$ cat src/rtl/sorter_pkg.sv
package sorter_pkg;

  typedef enum logic [3:0] {
    ST_IDLE,   // load/readout mode
    ST_RDI,    // address = i, wait for read
    ST_LDA,    // A <= M[i], j <= i+1
    ST_RDJ,    // address = j, wait for read
    ST_LDB,    // B <= M[j]
    ST_CMP,    // compare; on A>B write B into M[i]
    ST_WRJ,    // write old A into M[j]
    ST_RDI2,   // address = i after exchange
    ST_LDA2,   // A <= new M[i]
    ST_NEXT,   // advance j or i, or finish
    ST_DONE    // hold done until start drops
  } sort_state_e;

endpackage

$ cat src/rtl/sorter_mem.sv
module sorter_mem #(
  parameter int WIDTH = 8,
  parameter int DEPTH = 4,
  parameter int AW    = $clog2(DEPTH)
) (
  input  logic             clk_i,
  input  logic             rst_ni,
  input  logic             we_i,
  input  logic [AW-1:0]    addr_i,
  input  logic [WIDTH-1:0] wdata_i,
  output logic [WIDTH-1:0] rdata_o
);

  logic [DEPTH-1:0][WIDTH-1:0] words;
  logic [WIDTH-1:0]            rdata_q;

  for (genvar w = 0; w < DEPTH; w++) begin : g_word
    logic [WIDTH-1:0] word_q;
    always_ff @(posedge clk_i) begin
      if (we_i && (addr_i == AW'(w))) word_q <= wdata_i;
    end
    assign words[w] = word_q;
  end

  // registered read: one cycle of latency
  always_ff @(posedge clk_i or negedge rst_ni) begin
    if (!rst_ni)                    rdata_q <= '0;
    else if (int'(addr_i) < DEPTH)  rdata_q <= words[addr_i];
    else                            rdata_q <= '0;
  end

  assign rdata_o = rdata_q;

endmodule

$ cat src/rtl/sorter_datapath.sv
module sorter_datapath #(
  parameter int WIDTH = 8,
  parameter int DEPTH = 4,
  parameter int AW    = $clog2(DEPTH)
) (
  input  logic             clk_i,
  input  logic             rst_ni,
  input  logic [WIDTH-1:0] rdata_i,
  input  logic             ld_i_i,
  input  logic             inc_i_i,
  input  logic             ld_j_i,
  input  logic             inc_j_i,
  input  logic             en_a_i,
  input  logic             en_b_i,
  input  logic             sel_j_i,
  input  logic             wsel_b_i,
  output logic [AW-1:0]    addr_o,
  output logic [WIDTH-1:0] wdata_o,
  output logic             a_gt_b_o,
  output logic             last_i_o,
  output logic             last_j_o
);

  localparam logic [AW-1:0] LAST_I = AW'(DEPTH - 2);
  localparam logic [AW-1:0] LAST_J = AW'(DEPTH - 1);

  logic [AW-1:0]    idx_i_q, idx_j_q;
  logic [WIDTH-1:0] reg_a_q, reg_b_q;

  always_ff @(posedge clk_i or negedge rst_ni) begin
    if (!rst_ni) begin
      idx_i_q <= '0;
      idx_j_q <= '0;
    end else begin
      if (ld_i_i)       idx_i_q <= '0;
      else if (inc_i_i) idx_i_q <= idx_i_q + 1'b1;
      if (ld_j_i)       idx_j_q <= idx_i_q + 1'b1;
      else if (inc_j_i) idx_j_q <= idx_j_q + 1'b1;
    end
  end

  always_ff @(posedge clk_i or negedge rst_ni) begin
    if (!rst_ni) begin
      reg_a_q <= '0;
      reg_b_q <= '0;
    end else begin
      if (en_a_i) reg_a_q <= rdata_i;
      if (en_b_i) reg_b_q <= rdata_i;
    end
  end

  assign a_gt_b_o = reg_a_q > reg_b_q;
  assign last_i_o = idx_i_q == LAST_I;
  assign last_j_o = idx_j_q == LAST_J;
  assign addr_o   = sel_j_i ? idx_j_q : idx_i_q;
  assign wdata_o  = wsel_b_i ? reg_b_q : reg_a_q;

  assert_loop_bound_R9: assert property (@(posedge clk_i) disable iff (!rst_ni)
    (int'(idx_i_q) <= DEPTH - 2) && (int'(idx_j_q) <= DEPTH - 1));

endmodule

$ cat src/rtl/sorter_ctrl.sv
module sorter_ctrl
  import sorter_pkg::*;
(
  input  logic clk_i,
  input  logic rst_ni,
  input  logic start_i,
  input  logic a_gt_b_i,
  input  logic last_i_i,
  input  logic last_j_i,
  output logic ld_i_o,
  output logic inc_i_o,
  output logic ld_j_o,
  output logic inc_j_o,
  output logic en_a_o,
  output logic en_b_o,
  output logic sel_j_o,
  output logic wsel_b_o,
  output logic sort_we_o,
  output logic host_mode_o,
  output logic done_o
);

  sort_state_e state_q, state_d;

  always_ff @(posedge clk_i or negedge rst_ni) begin
    if (!rst_ni) state_q <= ST_IDLE;
    else         state_q <= state_d;
  end

  always_comb begin
    state_d   = state_q;
    ld_i_o    = 1'b0;
    inc_i_o   = 1'b0;
    ld_j_o    = 1'b0;
    inc_j_o   = 1'b0;
    en_a_o    = 1'b0;
    en_b_o    = 1'b0;
    sel_j_o   = 1'b0;
    wsel_b_o  = 1'b0;
    sort_we_o = 1'b0;
    unique case (state_q)
      ST_IDLE: if (start_i) begin
        ld_i_o  = 1'b1;
        state_d = ST_RDI;
      end
      ST_RDI:  state_d = ST_LDA;
      ST_LDA: begin
        en_a_o  = 1'b1;
        ld_j_o  = 1'b1;
        state_d = ST_RDJ;
      end
      ST_RDJ: begin
        sel_j_o = 1'b1;
        state_d = ST_LDB;
      end
      ST_LDB: begin
        en_b_o  = 1'b1;
        state_d = ST_CMP;
      end
      ST_CMP: begin
        if (a_gt_b_i) begin
          sort_we_o = 1'b1;
          wsel_b_o  = 1'b1;
          state_d   = ST_WRJ;
        end else begin
          state_d   = ST_NEXT;
        end
      end
      ST_WRJ: begin
        sort_we_o = 1'b1;
        sel_j_o   = 1'b1;
        state_d   = ST_RDI2;
      end
      ST_RDI2: state_d = ST_LDA2;
      ST_LDA2: begin
        en_a_o  = 1'b1;
        state_d = ST_NEXT;
      end
      ST_NEXT: begin
        if (!last_j_i) begin
          inc_j_o = 1'b1;
          state_d = ST_RDJ;
        end else if (!last_i_i) begin
          inc_i_o = 1'b1;
          state_d = ST_RDI;
        end else begin
          state_d = ST_DONE;
        end
      end
      ST_DONE: if (!start_i) state_d = ST_IDLE;
      default: state_d = ST_IDLE;
    endcase
  end

  assign host_mode_o = state_q == ST_IDLE;
  assign done_o      = state_q == ST_DONE;

  assert_swap_pair_R4: assert property (@(posedge clk_i) disable iff (!rst_ni)
    (sort_we_o && wsel_b_o) |=> (sort_we_o && !wsel_b_o));

  assert_done_hold_R5: assert property (@(posedge clk_i) disable iff (!rst_ni)
    (done_o && start_i) |=> done_o);

  assert_done_release_R5: assert property (@(posedge clk_i) disable iff (!rst_ni)
    (done_o && !start_i) |=> (!done_o && host_mode_o));

endmodule

$ cat src/rtl/exch_sorter.sv
module exch_sorter #(
  parameter int WIDTH = 8,
  parameter int DEPTH = 4,
  localparam int AW   = $clog2(DEPTH)
) (
  input  logic             clk_i,
  input  logic             rst_ni,
  input  logic             start_i,
  input  logic             wr_i,
  input  logic [AW-1:0]    addr_i,
  input  logic [WIDTH-1:0] wdata_i,
  input  logic             rd_i,
  output logic             out_valid_o,
  output logic [WIDTH-1:0] rdata_o,
  output logic             done_o
);

  logic             ld_i, inc_i, ld_j, inc_j, en_a, en_b, sel_j, wsel_b;
  logic             sort_we, host_mode, a_gt_b, last_i, last_j;
  logic [AW-1:0]    sort_addr, mem_addr;
  logic [WIDTH-1:0] sort_wdata, mem_wdata, mem_rdata;
  logic             mem_we, host_ok, rd_valid_q;

  // host access only in load mode with start low
  assign host_ok   = host_mode && !start_i;
  assign mem_we    = host_mode ? (wr_i && host_ok) : sort_we;
  assign mem_addr  = host_mode ? addr_i : sort_addr;
  assign mem_wdata = host_mode ? wdata_i : sort_wdata;

  sorter_mem #(.WIDTH(WIDTH), .DEPTH(DEPTH), .AW(AW)) u_mem (
    .clk_i   (clk_i),
    .rst_ni  (rst_ni),
    .we_i    (mem_we),
    .addr_i  (mem_addr),
    .wdata_i (mem_wdata),
    .rdata_o (mem_rdata)
  );

  sorter_datapath #(.WIDTH(WIDTH), .DEPTH(DEPTH), .AW(AW)) u_dp (
    .clk_i    (clk_i),
    .rst_ni   (rst_ni),
    .rdata_i  (mem_rdata),
    .ld_i_i   (ld_i),
    .inc_i_i  (inc_i),
    .ld_j_i   (ld_j),
    .inc_j_i  (inc_j),
    .en_a_i   (en_a),
    .en_b_i   (en_b),
    .sel_j_i  (sel_j),
    .wsel_b_i (wsel_b),
    .addr_o   (sort_addr),
    .wdata_o  (sort_wdata),
    .a_gt_b_o (a_gt_b),
    .last_i_o (last_i),
    .last_j_o (last_j)
  );

  sorter_ctrl u_ctrl (
    .clk_i       (clk_i),
    .rst_ni      (rst_ni),
    .start_i     (start_i),
    .a_gt_b_i    (a_gt_b),
    .last_i_i    (last_i),
    .last_j_i    (last_j),
    .ld_i_o      (ld_i),
    .inc_i_o     (inc_i),
    .ld_j_o      (ld_j),
    .inc_j_o     (inc_j),
    .en_a_o      (en_a),
    .en_b_o      (en_b),
    .sel_j_o     (sel_j),
    .wsel_b_o    (wsel_b),
    .sort_we_o   (sort_we),
    .host_mode_o (host_mode),
    .done_o      (done_o)
  );

  always_ff @(posedge clk_i or negedge rst_ni) begin
    if (!rst_ni) rd_valid_q <= 1'b0;
    else         rd_valid_q <= rd_i && host_ok;
  end

  assign out_valid_o = rd_valid_q;
  assign rdata_o     = rd_valid_q ? mem_rdata : '0;

  assert_no_read_in_sort_R8: assert property (@(posedge clk_i) disable iff (!rst_ni)
    out_valid_o |-> $past(!start_i));

endmodule

$ cat config.mk
export PLATFORM = sky130hd
export DESIGN_NAME = exch_sorter
export DESIGN_NICKNAME = d
export VERILOG_FILES = /design/src/rtl/sorter_pkg.sv /design/src/rtl/sorter_mem.sv /design/src/rtl/sorter_datapath.sv /design/src/rtl/sorter_ctrl.sv /design/src/rtl/exch_sorter.sv
export SDC_FILE = /design/constraint.sdc
export NUM_CORES = 1
export LEC_CHECK = 0
export BUFFER_PORTS_ARGS = -buffer_cell sky130_fd_sc_hd__buf_2
export CORE_ASPECT_RATIO = 0.9
export CORE_MARGIN = 5
export CORE_UTILIZATION = 55
export DETAILED_ROUTE_END_ITERATION = 6
export GPL_TIMING_DRIVEN = 0
export PLACE_DENSITY = 0.73
export SLEW_MARGIN = 40
export SYNTH_ARGS = -nofsm -noshare
export SYNTH_HDL_FRONTEND = slang
export SYNTH_SLANG_ARGS = --single-unit
export TNS_END_PERCENT = 100
$ cat constraint.sdc
create_clock -name clk_i -period 3.3 [get_ports clk_i]
set_clock_uncertainty 0.1 [all_clocks]
set_input_delay 0.495 -clock clk_i [delete_from_list [all_inputs] [get_ports clk_i]]
set_output_delay 0.495 -clock clk_i [all_outputs]
set_load 0.01 [all_outputs]
* Word level (Yosys, flattened, before mapping)
Index checks and enable logic that the tools add are counted.
** Storage, ports and cells
- Bits in registers :: 65
- Input port bits :: 15
- Output and inout bits :: 10
- Word-level logic and storage cells :: 79
** Operators by class
- Add/sub/neg operators :: 2
- Order comparisons :: 2
- Equal/unequal tests :: 17
- Muxes and demuxes :: 32
- Reductions and logical operators :: 15
** Operators by type and width (count)
- 4-bit one-hot mux with 11 select lines :: 1
- 8-bit two-way mux :: 4
- 4-bit two-way mux :: 5
- 8-bit binary-select mux with 2-bit select :: 1
- 4-bit by 3-bit == test with 1-bit output, second input constant :: 4
- 1-bit two-way mux :: 14
- 4-bit == test, second input constant :: 3
- 2-bit two-way mux :: 6
- 2-bit == test, second input constant :: 4
- 4-bit by 2-bit == test with 1-bit output, second input constant :: 2
- 8-bit > comparator :: 1
- 1-bit logical AND :: 7
- 2-bit by 1-bit adder with 2-bit output, second input constant :: 2
- 4-bit by 1-bit == test with 1-bit output, second input constant :: 1
- 4-bit logical NOT :: 1
- 2-bit inequality test, second input constant :: 2
- 2-bit nonzero test :: 2
- 2-bit OR reduction :: 2
- 2-bit by 3-bit < comparator with 1-bit output, second input constant :: 1
- 2-bit by 1-bit == test with 1-bit output, second input constant :: 1
- 2-bit logical NOT :: 1
- 1-bit one-hot mux with 2 select lines :: 1
- 2-bit AND reduction :: 1
- 1-bit logical NOT :: 1

* Logic depth before layout (Yosys ltp)
Gate-level depths: netlist of run 1.
- Depth after elaboration :: 7
- Gate-level depth with buffers :: 8
- Mapped depth without buffers :: 7

* By module
From an unflattened synthesis of run 1, not the netlist that was laid out.
** Second synthesis, totals
- Cells, all modules :: 225
- Area total of the unflattened synthesis :: 3190.6 um^2
** Modules (own cells, without submodules)
- sorter_mem :: instances 1, cells each 54, area each 1400.1 um^2, sequential area each 1161.1 um^2
- sorter_datapath :: instances 1, cells each 99, area each 1081.0 um^2, sequential area each 500.5 um^2
- sorter_ctrl :: instances 1, cells each 48, area each 457.9 um^2, sequential area each 100.1 um^2
- exch_sorter :: instances 1, cells each 24, area each 251.5 um^2, sequential area each 25.0 um^2

* Least setup slack after synthesis of run 1
OpenSTA, ideal clock, no wires.
- Path kind :: register to register
- Start point :: register u_ctrl.state_q[0]
- End point :: register u_mem.g_word[2].word_q[0] (enable)
- Setup time :: 0.383 ns
- Arrival time :: 2.118 ns
- Required time :: 2.817 ns
- Setup slack :: 0.698 ns
- Stages on the path, launching flop included :: 6
- Path buffers :: 2
- Clock period less this slack :: 2.602 ns
- Cells stage by stage :: dfrtp_1 buf_4 or4_1 buf_2 a31o_2 nor3_1
** On the way
- Cells in the longest elaborated chain, start to end :: 7
- Elaborated cells on any way between the ends :: 14
- Classes of those cells :: eq/ne: 4; mux: 5; reduce/logical: 5
** RTL lines
- from (decl) :: RTL line sorter_ctrl.sv:23 : sort_state_e state_q, state_d;
- from (signal assigned) :: RTL line sorter_ctrl.sv:27 : else state_q <= state_d;
- 4-bit by 2-bit == test with 1-bit output or 4-bit by 3-bit == test with 1-bit output (tied branches) :: RTL line sorter_ctrl.sv:41 : unique case (state_q)
- 2-bit OR reduction (no source line)
- 1-bit two-way mux :: RTL line sorter_ctrl.sv:41
- 2-bit two-way mux :: RTL line sorter_datapath.sv:55 : assign addr_o = sel_j_i ? idx_j_q : idx_i_q;
- 2-bit two-way mux :: RTL line exch_sorter.sv:27 : assign mem_addr = host_mode ? addr_i : sort_addr;
- 2-bit == test :: RTL line sorter_mem.sv:20 : if (we_i && (addr_i == AW'(w))) word_q <= wdata_i;
- 1-bit logical AND (*) :: RTL line sorter_mem.sv:20
- to (signal assigned) :: RTL line sorter_mem.sv:20
- to (decl) :: RTL line sorter_mem.sv:18 : logic [WIDTH-1:0] word_q;
Every way passes the cells marked *; elsewhere a longest branch is shown, timed or not.
A chain may end at the register's enable or synchronous reset.

* Worst setup path in the final report of run 1
- Start point :: register u_dp.reg_a_q[7]
- End point :: register u_mem.g_word[0].word_q[0] (enable)
** On the way
- Cells in the longest elaborated chain, start to end :: 5
** RTL lines
- from (decl) :: RTL line sorter_datapath.sv:28 : logic [WIDTH-1:0] reg_a_q, reg_b_q;
- from (signal assigned) :: RTL line sorter_datapath.sv:47 : if (en_a_i) reg_a_q <= rdata_i;
- 8-bit > comparator :: RTL line sorter_datapath.sv:52 : assign a_gt_b_o = reg_a_q > reg_b_q;
- 1-bit two-way mux :: RTL line sorter_ctrl.sv:61 : if (a_gt_b_i) begin
- 1-bit one-hot mux with 2 select lines :: RTL line sorter_ctrl.sv:41
- 1-bit two-way mux :: RTL line exch_sorter.sv:26 : assign mem_we = host_mode ? (wr_i && host_ok) : sort_we;
- 1-bit logical AND :: RTL line sorter_mem.sv:20
- to (signal assigned) :: RTL line sorter_mem.sv:20
- to (decl) :: RTL line sorter_mem.sv:18
Every way passes these cells.

==> results.txt, run 1 <==
----------------------------------------------------
[Power and ir drop]
  Maximum ir drop on the vdd rail ... 0.647 mV
  Power per cell area ... ~1000 mW/mm²
  Static Leak ... ~1.4 nW

[Die]
  Std-Cell Rows ... 26
  Area inside the core boundary ... 0.00560 mm²
  Overall die height ... roughly 81 µm
  Full die area ... a little over 0.007 mm²
  Starting Density ... roughly 56%
  Top Ports ... 25
  Die Width ... 89.2 µm

[Critical path]
  Maximum fanout along the worst path ... 9
  Nature of the critical path endpoint ... flip-flop
  Crit start category ... flip-flop
  Worst EP arrival ... 2.92 ns
  Kind of critical path ... reg -> reg
  Required @ worst endpoint ... roughly 3.3 ns

[Hold path]
  Class of the tightest hold or removal check ... in -> async

[Finish]
  Final design utilization ... 63.2%
  P&R area growth vs syn ... 13.9%
  Antenna diode count ... 0
  # fillers ... 442
  Post-layout instance area ... about 0.0035 mm²
  Fraction of final layout cells sized beyond drive strength 1 ... between 20 and 30%
  Final nets ... 314
  Area of the multi-input gates ... about 0.0012 mm²
  Sequential standard cell area ... between 0.0015 and 0.002 mm²

[STA]
  Minimum clock period ... just under 3 ns
  Min Hold Slack ... -0.0262 ns
  Unrepaired setup endpoints after global routing ... false
  Final setup viols ... 0
  Max Clk Rate ... about 0.34 GHz
  Hold Fails Final Rpt ... 33
  Max-slew violation total from the final report ... 0
  Fraction of the cycle the final worst path needs ... 90.0%
  Fin Setup TNS ... 0 ns
  Least-Margin Pin Slew ... slightly below 0.8 ns
  Max-slew headroom at the worst pin ... about 48%

[CTS]
  Number of buffers between clock root and the deepest sink ... 2
  Total number of H-tree levels ... 3
  Number of buffers inserted for hold repair after clock tree synthesis ... 0
  Post-cts repair resize count ... 0
  Setup bufs post-CTS ... 0
  Clock latency reported for the late side of the worst-skew pair ... approximately 0.35 ns
  Number of clock buffers inserted by TritonCTS ... 9
  Register clock-pin slew on the reported worst setup and hold paths ... around 0.08 ns
  Clk sink count ... 65
  Root cell of the clock tree ... clkbuf_8
  TritonCTS clock tree ... done

[Yosys]
  Library cell occupying the most area in the post-synthesis netlist ... edfxtp_1
  Syn Area/Cell ... ~12 µm²
  Area share of the leading cell type in the synthesized netlist ... a little under a third
  Number of warnings issued by yosys ... 0
  Synth unique cells ... 44
  Fraction of synthesis flops using an asynchronous set or reset pin ... roughly 50%
  Post-synth design cell area ... 0.00311 mm²
  Number of enable flip-flop cells after synthesis ... 32
  Cell types with the largest area share after synthesis ... edfxtp_1 31%, dfrtp_1 27%, mux4_2 5.8%
  Part of the Yosys area used for sequential elements ... between 50% and 60%
  Top FF cell, synth ... dfrtp_1
  Total of flip-flops plus latches after synthesis ... 65
  Cells after synthesis ... around 250
  Total nets after synthesis ... around 280

[Placement]
  Half-perimeter wire length after detailed placement ... roughly 4700 µm
  Final estimated routing congestion in global placement ... roughly 0.8
  PortBufs ... 24
  Post-detailed-placement cell area ... around 0.0033 mm²

[Global routing]
  Wire length of the first global-routing pass ... ~11000 µm
  Maximum number of pins on one net before global-route repair ... 34
  GRT overflow ... 0
  Global-route total usage across every layer ... roughly a fifth
  Via count of the first global-routing pass ... 2046
  Number of antenna violations at the first check in global routing ... 0

[Route]
  Wire length per cell after detailed routing ... 18.2 µm
  Post-detailed-route via-to-cell ratio ... 5.85
  Drt pass-1 iters ... 4
  Remaining number of nets flagged by the antenna check after routing ... 0
  Count of vias placed by the detailed router ... roughly 2100
  Overall routed net length ... around 6600 µm
  DRC errors left ... 0
  First DRT Iteration DRCs ... 133

[Job]
  Max-Cap Viols ... 0

[Run status]
  Outcome ... complete, but fails checks
  Failing checks ... hold timing

----------------------------------------------------
critical path: stages (launching register included):
cell and delay, ns:
dfrtp_1 0.41, ha_1 0.34, nand4_1 0.20, or2_1 0.29
and3_1 0.18, clkbuf_1 0.20, nor3_1 0.67, nor3_2 0.27
area by class of cell:
| class | count | area share (%) |
|---|---|---|
| plain buffers | 11 | 1.45 |
| well taps | 70 | 2.48 |
| flip-flops and latches | 65 | 50.5 |
| clock buffers | 9 | 3.50 |
| inverters | 12 | 1.27 |
| repair buffers | 24 | 3.47 |
| multi-input cells | 166 | 35.3 |
| clock inverters | 7 | 2.09 |
cells by family after synthesis:
| group | share of synthesized area (%) |
|---|---|
| xor+xnor | 0.846 |
| flops | 57.5 |
| mux | 9.75 |
| compound gates | 9.75 |
| simple gates | 15.0 |
| buf+inv | 3.10 |
| fa+ha+maj | 4.03 |
final timing paths:
| check | startpoint | end | slack (ns) | cells after the start |
|---|---|---|---|---|
| hold / removal | rst_ni | u_dp.idx_j_q[1]$_DFFE_PN0P_ | -0.03 | 1 |
| setup reg to reg | u_dp.reg_a_q[7]$_DFFE_PN0P_ | u_mem.g_word[0].word_q[0]$_DFFE_PP_ | 0.33 | 7 |
| max in group asynchronous | rst_ni | u_dp.reg_a_q[1]$_DFFE_PN0P_ | 2.81 | 1 |
| min in group clk_i | start_i | out_valid_o$_DFF_PN0_ | 0.30 | 2 |
| hold reg to reg | u_mem.rdata_o[3]$_DFF_PN0_ | u_dp.reg_b_q[3]$_DFFE_PN0P_ | 0.41 | 2 |
| setup / recovery | u_dp.reg_a_q[7]$_DFFE_PN0P_ | u_mem.g_word[0].word_q[0]$_DFFE_PP_ | 0.33 | 7 |
power by group:
| part | switching [mW] | leakage, nW | internal, mW | total [mW] |
|---|---|---|---|---|
| Clock | 0.322 | 0.100 | 0.353 | 0.676 |
| Sequential | 0.175 | 0.694 | 1.25 | 1.42 |
| Combinational | 0.922 | 0.626 | 0.667 | 1.59 |
state kept, by name, summed over array words and instances (netlist names):
signal               flops
out_valid_o              1
u_ctrl.state_q           4
u_dp.idx_i_q             2
u_dp.idx_j_q             2
u_dp.reg_a_q             8
u_dp.reg_b_q             8
u_mem.g_word.word_q     32
u_mem.rdata_o            8
placed cells by master, fill, tap and decap left out, types with 5 or more instances in the layout:
cell	Yosys	routed
nand2_1	25	25
clkbuf_1	7	7
mux4_2	8	8
nor2b_1	6	6
nand3_1	12	12
ha_1	10	10
buf_2	2	25
clkbuf_8	0	9
and2_1	8	8
dfrtp_1	33	33
inv_1	12	12
a21oi_1	11	11
nand4_1	10	10
edfxtp_1	32	32
mux2_2	10	10
o21ai_0	23	23
nor2_1	5	5
synthesized netlist by cell type (5+ instances only):
library cell and number:
nor2_1 5, clkbuf_1 7, nand2_1 25, edfxtp_1 32, mux2_2 10, nor2b_1 6, dfrtp_1 33, a21oi_1 11
mux4_2 8, ha_1 10, and2_1 8, inv_1 12, o21ai_0 23, nand3_1 12, nor3_1 7, nand4_1 10
routing by layer:
layer  track usage (%)  share of wire (%)
met4              5.51                1.3
met1              28.6                 47
met3              6.19                4.8
met2              30.6                 47
met5                 0                  0
through the flow:
stage / total power, mW / cells / worst slack [ns]
2_1_floorplan: 2.56 / 254 / 0.698
5_1_grt: 3.95 / 364 / 0.155
3_5_place_dp: 3.02 / 348 / 0.340
3_3_place_gp: 2.92 / 348 / 0.00581
4_1_cts: 3.70 / 364 / 0.327
6_report: 3.69 / 364 / 0.330
No activity file was read; power rests on OpenSTA's default activity.
==> run 2, diff against run 1 <==
--- a/config.mk
+++ b/config.mk
@@ -8,10 +8,10 @@
 export BUFFER_PORTS_ARGS = -buffer_cell sky130_fd_sc_hd__buf_2
 export CORE_ASPECT_RATIO = 0.9
 export CORE_MARGIN = 5
-export CORE_UTILIZATION = 55
+export CORE_UTILIZATION = 57
 export DETAILED_ROUTE_END_ITERATION = 6
 export GPL_TIMING_DRIVEN = 0
-export PLACE_DENSITY = 0.73
+export PLACE_DENSITY = 0.75
 export SLEW_MARGIN = 40
 export SYNTH_ARGS = -nofsm -noshare
 export SYNTH_HDL_FRONTEND = slang
==> run 2 against run 1 <==
Against the previous run: non-clock buffer count did not move; routed wire length is 3.9% lower; register-to-register slack got worse by 0.03 ns; sequential share of layout area up 0.34 points; setup slack worse by 0.032 ns; fmax down 1.1%; highest routed layer unchanged; largest power group unchanged; critical path depth did not move; the run still ends with hold timing left; die area decreased by 3.1%; critical endpoint is now u_mem.g_word[1].word_q[2]$_DFFE_PP_; power down 2.3%.
==> results.txt, run 2 (synthesized netlist as in run 1, its figures left out) <==
----------------------------------------------------
[Run status]
  Outcome ... complete, but fails checks
  Failing checks ... hold timing

[Power and ir drop]
  Power per cell area ... ~1000 mW/mm²
  Maximum ir drop on the vdd rail ... just over 0.5 mV
  Static Leak ... 1.40 nW

[CTS]
  Number of clock buffers inserted by TritonCTS ... 9
  Total number of H-tree levels ... 3
  Setup bufs post-CTS ... 0
  Number of buffers between clock root and the deepest sink ... 2
  Post-cts repair resize count ... 0
  Clock latency reported for the late side of the worst-skew pair ... around 0.34 ns
  Number of buffers inserted for hold repair after clock tree synthesis ... 0
  TritonCTS clock tree ... done
  Root cell of the clock tree ... clkbuf_8
  Register clock-pin slew on the reported worst setup and hold paths ... approximately 0.08 ns
  Clk sink count ... 65

[Critical path]
  R2R cell count ... 7
  Kind of critical path ... reg -> reg
  Capture instance of the worst register-to-register path ... u_mem.g_word[1].word_q[2]$_DFFE_PP_
  Crit start category ... flip-flop
  Worst-path cell with the longest stage delay ... nor3_2
  Maximum fanout along the worst path ... 9
  Required @ worst endpoint ... between 3 and 4 ns
  Nature of the critical path endpoint ... flip-flop
  Worst path cell trace ... ha_1 -> a21oi_1 -> o21ai_0 -> and3_1 -> clkbuf_1 -> nor3_1 -> nor3_2
  Minimum setup slack among reg-to-reg paths ... between 0.2 and 0.3 ns
  Delay of the slowest critical-path stage ... roughly 0.65 ns
  Worst reg2reg startpoint ... u_dp.reg_a_q[6]$_DFFE_PN0P_
  Worst EP arrival ... approximately 2.9 ns

[Route]
  Count of vias placed by the detailed router ... 2119
  First DRT Iteration DRCs ... between 90 and 100
  Post-detailed-route via-to-cell ratio ... just under 6
  Remaining number of nets flagged by the antenna check after routing ... 0
  DRC errors left ... 0
  Drt pass-1 iters ... 4
  Overall routed net length ... around 6400 µm
  Wire length per cell after detailed routing ... 17.6 µm

[Die]
  Die Width ... 87.8 µm
  Starting Density ... approximately three fifths
  Std-Cell Rows ... 25
  Area inside the core boundary ... 0.00529 mm²
  Overall die height ... 80.0 µm
  Full die area ... 0.00703 mm²
  Top Ports ... 25

[STA]
  Max Clk Rate ... 0.333 GHz
  Least-Margin Pin Slew ... 0.791 ns
  Max-slew headroom at the worst pin ... 46.8%
  Fin Setup TNS ... 0 ns
  Minimum clock period ... 3.00 ns
  Fraction of the cycle the final worst path needs ... between 90% and 100%
  Final setup viols ... 0
  Unrepaired setup endpoints after global routing ... false
  Max-slew violation total from the final report ... 0
  Min Hold Slack ... -0.0104 ns
  Fin worst setup slack ... ~0.30 ns
  Hold Fails Final Rpt ... 6

[Global routing]
  Maximum number of pins on one net before global-route repair ... 34
  GRT overflow ... 0
  Wire length of the first global-routing pass ... roughly 10000 µm
  Global-route total usage across every layer ... roughly a fifth
  Number of antenna violations at the first check in global routing ... 0
  Via count of the first global-routing pass ... 1997

[Finish]
  Commonest cells after routing, fill and taps aside ... 33 x dfrtp_1, 32 x edfxtp_1, 25 x nand2_1, 25 x buf_2, 23 x o21ai_0
  Final nets ... 314
  Antenna diode count ... 0
  Sequential standard cell area ... around 0.0018 mm²
  Fraction of final layout cells sized beyond drive strength 1 ... between 20% and 30%
  Area of the multi-input gates ... 0.00125 mm²
  Commonest non-fill, non-tap cell in the layout ... dfrtp_1
  # fillers ... slightly below 400
  Number of flip-flops under the largest register name ... 32
  Final design utilization ... 66.5%
  Register with the most flip-flops ... u_mem.g_word.word_q
  P&R area growth vs syn ... 13.1%

[Placement]
  PortBufs ... 24
  Final estimated routing congestion in global placement ... roughly 0.81
  Worst slack at placement ... about 0.38 ns
  Half-perimeter wire length after detailed placement ... ~4500 µm

[Job]
  Max-Cap Viols ... 0

[Hold path]
  Class of the tightest hold or removal check ... in -> async

----------------------------------------------------
-- run 2: worst max path at each step --
stage	slack (ns)	end	start	cells after the start
finish	0.30	u_mem.g_word[1].word_q[2]$_DFFE_PP_	u_dp.reg_a_q[6]$_DFFE_PN0P_	7
detailed placement	0.38	u_mem.g_word[1].word_q[7]$_DFFE_PP_	u_dp.reg_a_q[6]$_DFFE_PN0P_	7
CTS	0.36	u_mem.g_word[1].word_q[2]$_DFFE_PP_	u_dp.reg_a_q[6]$_DFFE_PN0P_	7
global placement	0.06	u_mem.g_word[2].word_q[7]$_DFFE_PP_	u_dp.reg_a_q[6]$_DFFE_PN0P_	7
global route	0.18	u_mem.g_word[1].word_q[2]$_DFFE_PP_	u_dp.reg_b_q[6]$_DFFE_PN0P_	8
floorplan	0.70	u_mem.g_word[2].word_q[0]$_DFFE_PP_	u_ctrl.state_q[0]$_DFFE_PN0P_	5
-- run 2: metrics by stage --
step	area (µm²)	cells	power [mW]
floorplan	3110	254	2.56
global placement	3310	345	2.93
detailed placement	3330	345	3.01
CTS	3510	361	3.60
global route	3510	361	3.86
finish	3510	361	3.60
-- run 2: area by class of cell --
cell class / count / share of cell area [%]
Tap cell: 67 / 2.39
Clock buffer: 9 / 3.52
Clock inverter: 7 / 1.53
Inverter: 12 / 1.28
Sequential cell: 65 / 50.8
Buffer: 11 / 1.46
Multi-Input combinational cell: 166 / 35.5
Timing Repair Buffer: 24 / 3.49
-- run 2: worst max-delay path: cells and delay by family, from the launching register on --
kind / cells / cell delay, ns
buf+inv: 1 / 0.33
compound gates: 2 / 0.37
fa+ha+maj: 1 / 0.32
flops: 1 / 0.41
simple gates: 3 / 1.10
-- run 2: routing by layer --
metal / wire [µm] / up-vias / global-route usage, % / share of wire [%]
met4: 56 / 0 / 6.44 / 0.88
met2: 2950 / 55 / 29.4 / 46
met5: 0 / - / 0 / 0
met1: 3060 / 1043 / 28.5 / 48
met3: 286 / 6 / 5.68 / 4.5
li1: - / 1015 / - / -
-- run 2: power by group --
part / total, mW / internal [mW] / switching (mW)
sequential: 1.41 / 1.25 / 0.168
combinational: 1.59 / 0.668 / 0.925
clock: 0.595 / 0.277 / 0.318
==> run 3, diff against run 2 <==
--- a/config.mk
+++ b/config.mk
@@ -11,7 +11,7 @@
 export CORE_UTILIZATION = 57
 export DETAILED_ROUTE_END_ITERATION = 6
 export GPL_TIMING_DRIVEN = 0
-export PLACE_DENSITY = 0.75
+export PLACE_DENSITY = 0.84
 export SLEW_MARGIN = 40
 export SYNTH_ARGS = -nofsm -noshare
 export SYNTH_HDL_FRONTEND = slang
==> run 3 against run 2 <==
Against the previous run: the run still ends with hold timing left; die area unchanged; sequential power about the same; power up 3.5%; global-route usage up 0.42 points.
==> results.txt, run 3 (synthesized netlist as in run 1, its figures left out) <==
----------------------------------------------------
[Run status]
  Outcome ... complete, but fails checks
  Failing checks ... hold timing

[Die]
  Full die area ... roughly 0.0070 mm²
  Overall die height ... approximately 80 µm
  Std-Cell Rows ... 25
  Area inside the core boundary ... around 0.0053 mm²
  Die Width ... between 80 and 90 µm
  Starting Density ... between 50% and 60%
  Top Ports ... 25

[Global routing]
  Maximum number of pins on one net before global-route repair ... 34
  Wire length of the first global-routing pass ... 10400 µm
  GRT overflow ... 0
  Number of antenna violations at the first check in global routing ... 0
  Global-route total usage across every layer ... around a fifth
  Via count of the first global-routing pass ... roughly 2100

[Finish]
  Final nets ... roughly 310
  P&R area growth vs syn ... 14.3%
  Commonest non-fill, non-tap cell in the layout ... dfrtp_1
  Number of flip-flops under the largest register name ... 32
  Commonest cells after routing, fill and taps aside ... 33 x dfrtp_1, 32 x edfxtp_1, 25 x nand2_1, 25 x buf_2, 23 x o21ai_0
  Antenna diode count ... 0
  Register with the most flip-flops ... u_mem.g_word.word_q
  Fraction of final layout cells sized beyond drive strength 1 ... 24.8%

[STA]
  Final setup viols ... 0
  Max-slew headroom at the worst pin ... a little under half
  Max-slew violation total from the final report ... 0
  Fin Setup TNS ... 0 ns
  Fraction of the cycle the final worst path needs ... approximately 90%
  Max Clk Rate ... 0.327 GHz
  Least-Margin Pin Slew ... between 0.8 and 0.9 ns
  Minimum clock period ... ~3 ns
  Unrepaired setup endpoints after global routing ... false
  Hold Fails Final Rpt ... 33
  Min Hold Slack ... -0.0242 ns

[Critical path]
  Delay of the slowest critical-path stage ... ~0.7 ns
  Worst EP arrival ... ~3.0 ns
  Kind of critical path ... reg -> reg
  Maximum fanout along the worst path ... 9
  Nature of the critical path endpoint ... flip-flop
  Crit start category ... flip-flop
  Worst path cell trace ... ha_1 -> nand4_1 -> or2_1 -> and3_1 -> clkbuf_1 -> nor3_1 -> nor3_2
  Required @ worst endpoint ... about 3.2 ns
  Worst-path cell with the longest stage delay ... nor3_1

[Route]
  First DRT Iteration DRCs ... roughly 150
  Remaining number of nets flagged by the antenna check after routing ... 0
  Post-detailed-route via-to-cell ratio ... 5.88
  Max layer used ... met4
  Count of vias placed by the detailed router ... roughly 2100
  Wire length per cell after detailed routing ... around 18 µm
  Drt pass-1 iters ... 4
  Met3 layer wire length in the routed design ... 379 µm
  Met1 Routed Length ... 2820 µm
  WL met2 ... 3150 µm
  DRC errors left ... 0
  Overall routed net length ... about 6400 µm

[Power and ir drop]
  Static Leak ... 1.43 nW
  Overall power ... 3.73 mW
  Power per cell area ... between 1000 and 1500 mW/mm²
  Maximum ir drop on the vdd rail ... 0.481 mV

[Placement]
  Half-perimeter wire length after detailed placement ... roughly 4500 µm
  PortBufs ... 24
  Final estimated routing congestion in global placement ... 0.822

[Hold path]
  Class of the tightest hold or removal check ... in -> async

[CTS]
  Number of buffers between clock root and the deepest sink ... 2
  Setup bufs post-CTS ... 0
  Clock latency reported for the late side of the worst-skew pair ... between 0.3 and 0.4 ns
  Register clock-pin slew on the reported worst setup and hold paths ... around 0.070 ns
  TritonCTS clock tree ... done
  Number of clock buffers inserted by TritonCTS ... 9
  Clk sink count ... 65
  Post-cts repair resize count ... 0
  Root cell of the clock tree ... clkbuf_8
  Total number of H-tree levels ... 3
  Number of buffers inserted for hold repair after clock tree synthesis ... 0

[Job]
  Max-Cap Viols ... 0

----------------------------------------------------
## run 3: changes by cell type in the layout (fill, tap and decap cells not counted)
cell | before | now
clkinv_2 | 0 | 1
o21ai_2 | 1 | 0
bufinv_16 | 0 | 2
clkbuf_1 | 7 | 8
clkinv_1 | 1 | 0
clkinvlp_4 | 2 | 1
o21ai_1 | 0 | 1
clkinv_4 | 2 | 1
inv_6 | 2 | 1
## run 3: cell type report
type                    instances  area, µm²
fillers                       380       1740
flip-flops and latches         65       1790
repair buffers                 24        123
multi-input cells             166       1240
inverters                      12       45.0
well taps                      67       83.8
clock buffers                  10        128
clock inverters                 6       90.1
plain buffers                  11       51.3
## run 3: worst max-delay path, delay by kind of cell, from the launching register on
| kind | cells | cell delay, ns |
|---|---|---|
| adders and majority gates | 1 | 0.34 |
| and+or+nand+nor | 5 | 1.70 |
| DFF | 1 | 0.41 |
| buffers and inverters | 1 | 0.21 |
## run 3: per-layer routing
| layer | vias up | global-route usage [%] |
|---|---|---|
| li1 | 1019 | - |
| met1 | 1036 | 27.7 |
| met2 | 58 | 31.3 |
| met3 | 9 | 6.09 |
| met4 | 0 | 6.75 |
| met5 | - | 0 |
## run 3: report_power, final
part	internal (mW)	leakage, nW	total, mW	switching (mW)
Combinational	0.666	0.625	1.58	0.910
Clock	0.428	0.107	0.733	0.305
Sequential	1.25	0.694	1.42	0.172
## run 3: final timing paths
path,start,endpoint,slack (ns),cells after the start
worst max-delay path,u_dp.reg_a_q[6]$_DFFE_PN0P_,u_mem.g_word[3].word_q[1]$_DFFE_PP_,0.24,7
worst min-delay path,rst_ni,u_dp.idx_j_q[1]$_DFFE_PN0P_,-0.02,1
worst max register to register,u_dp.reg_a_q[6]$_DFFE_PN0P_,u_mem.g_word[3].word_q[1]$_DFFE_PP_,0.24,7
worst min register to register,u_mem.rdata_o[4]$_DFF_PN0_,u_dp.reg_b_q[4]$_DFFE_PN0P_,0.42,2
max in group asynchronous,rst_ni,u_ctrl.state_q[0]$_DFFE_PN0P_,2.82,1
min in group clk_i,start_i,out_valid_o$_DFF_PN0_,0.32,2
## run 3: per-stage QoR
stage | hold slack, ns | setup slack, ns | area, µm² | util, % | cells
2_1_floorplan | 0.0994 | 0.698 | 3110 | - | 254
3_3_place_gp | 0.381 | 0.0747 | 3310 | 62.6 | 345
3_5_place_dp | 0.407 | 0.280 | 3330 | 63.0 | 345
4_1_cts | 0.122 | 0.246 | 3550 | 67.1 | 361
5_1_grt | 0.00818 | 0.0482 | 3550 | 67.2 | 361
6_report | -0.0242 | 0.244 | 3550 | 67.2 | 361
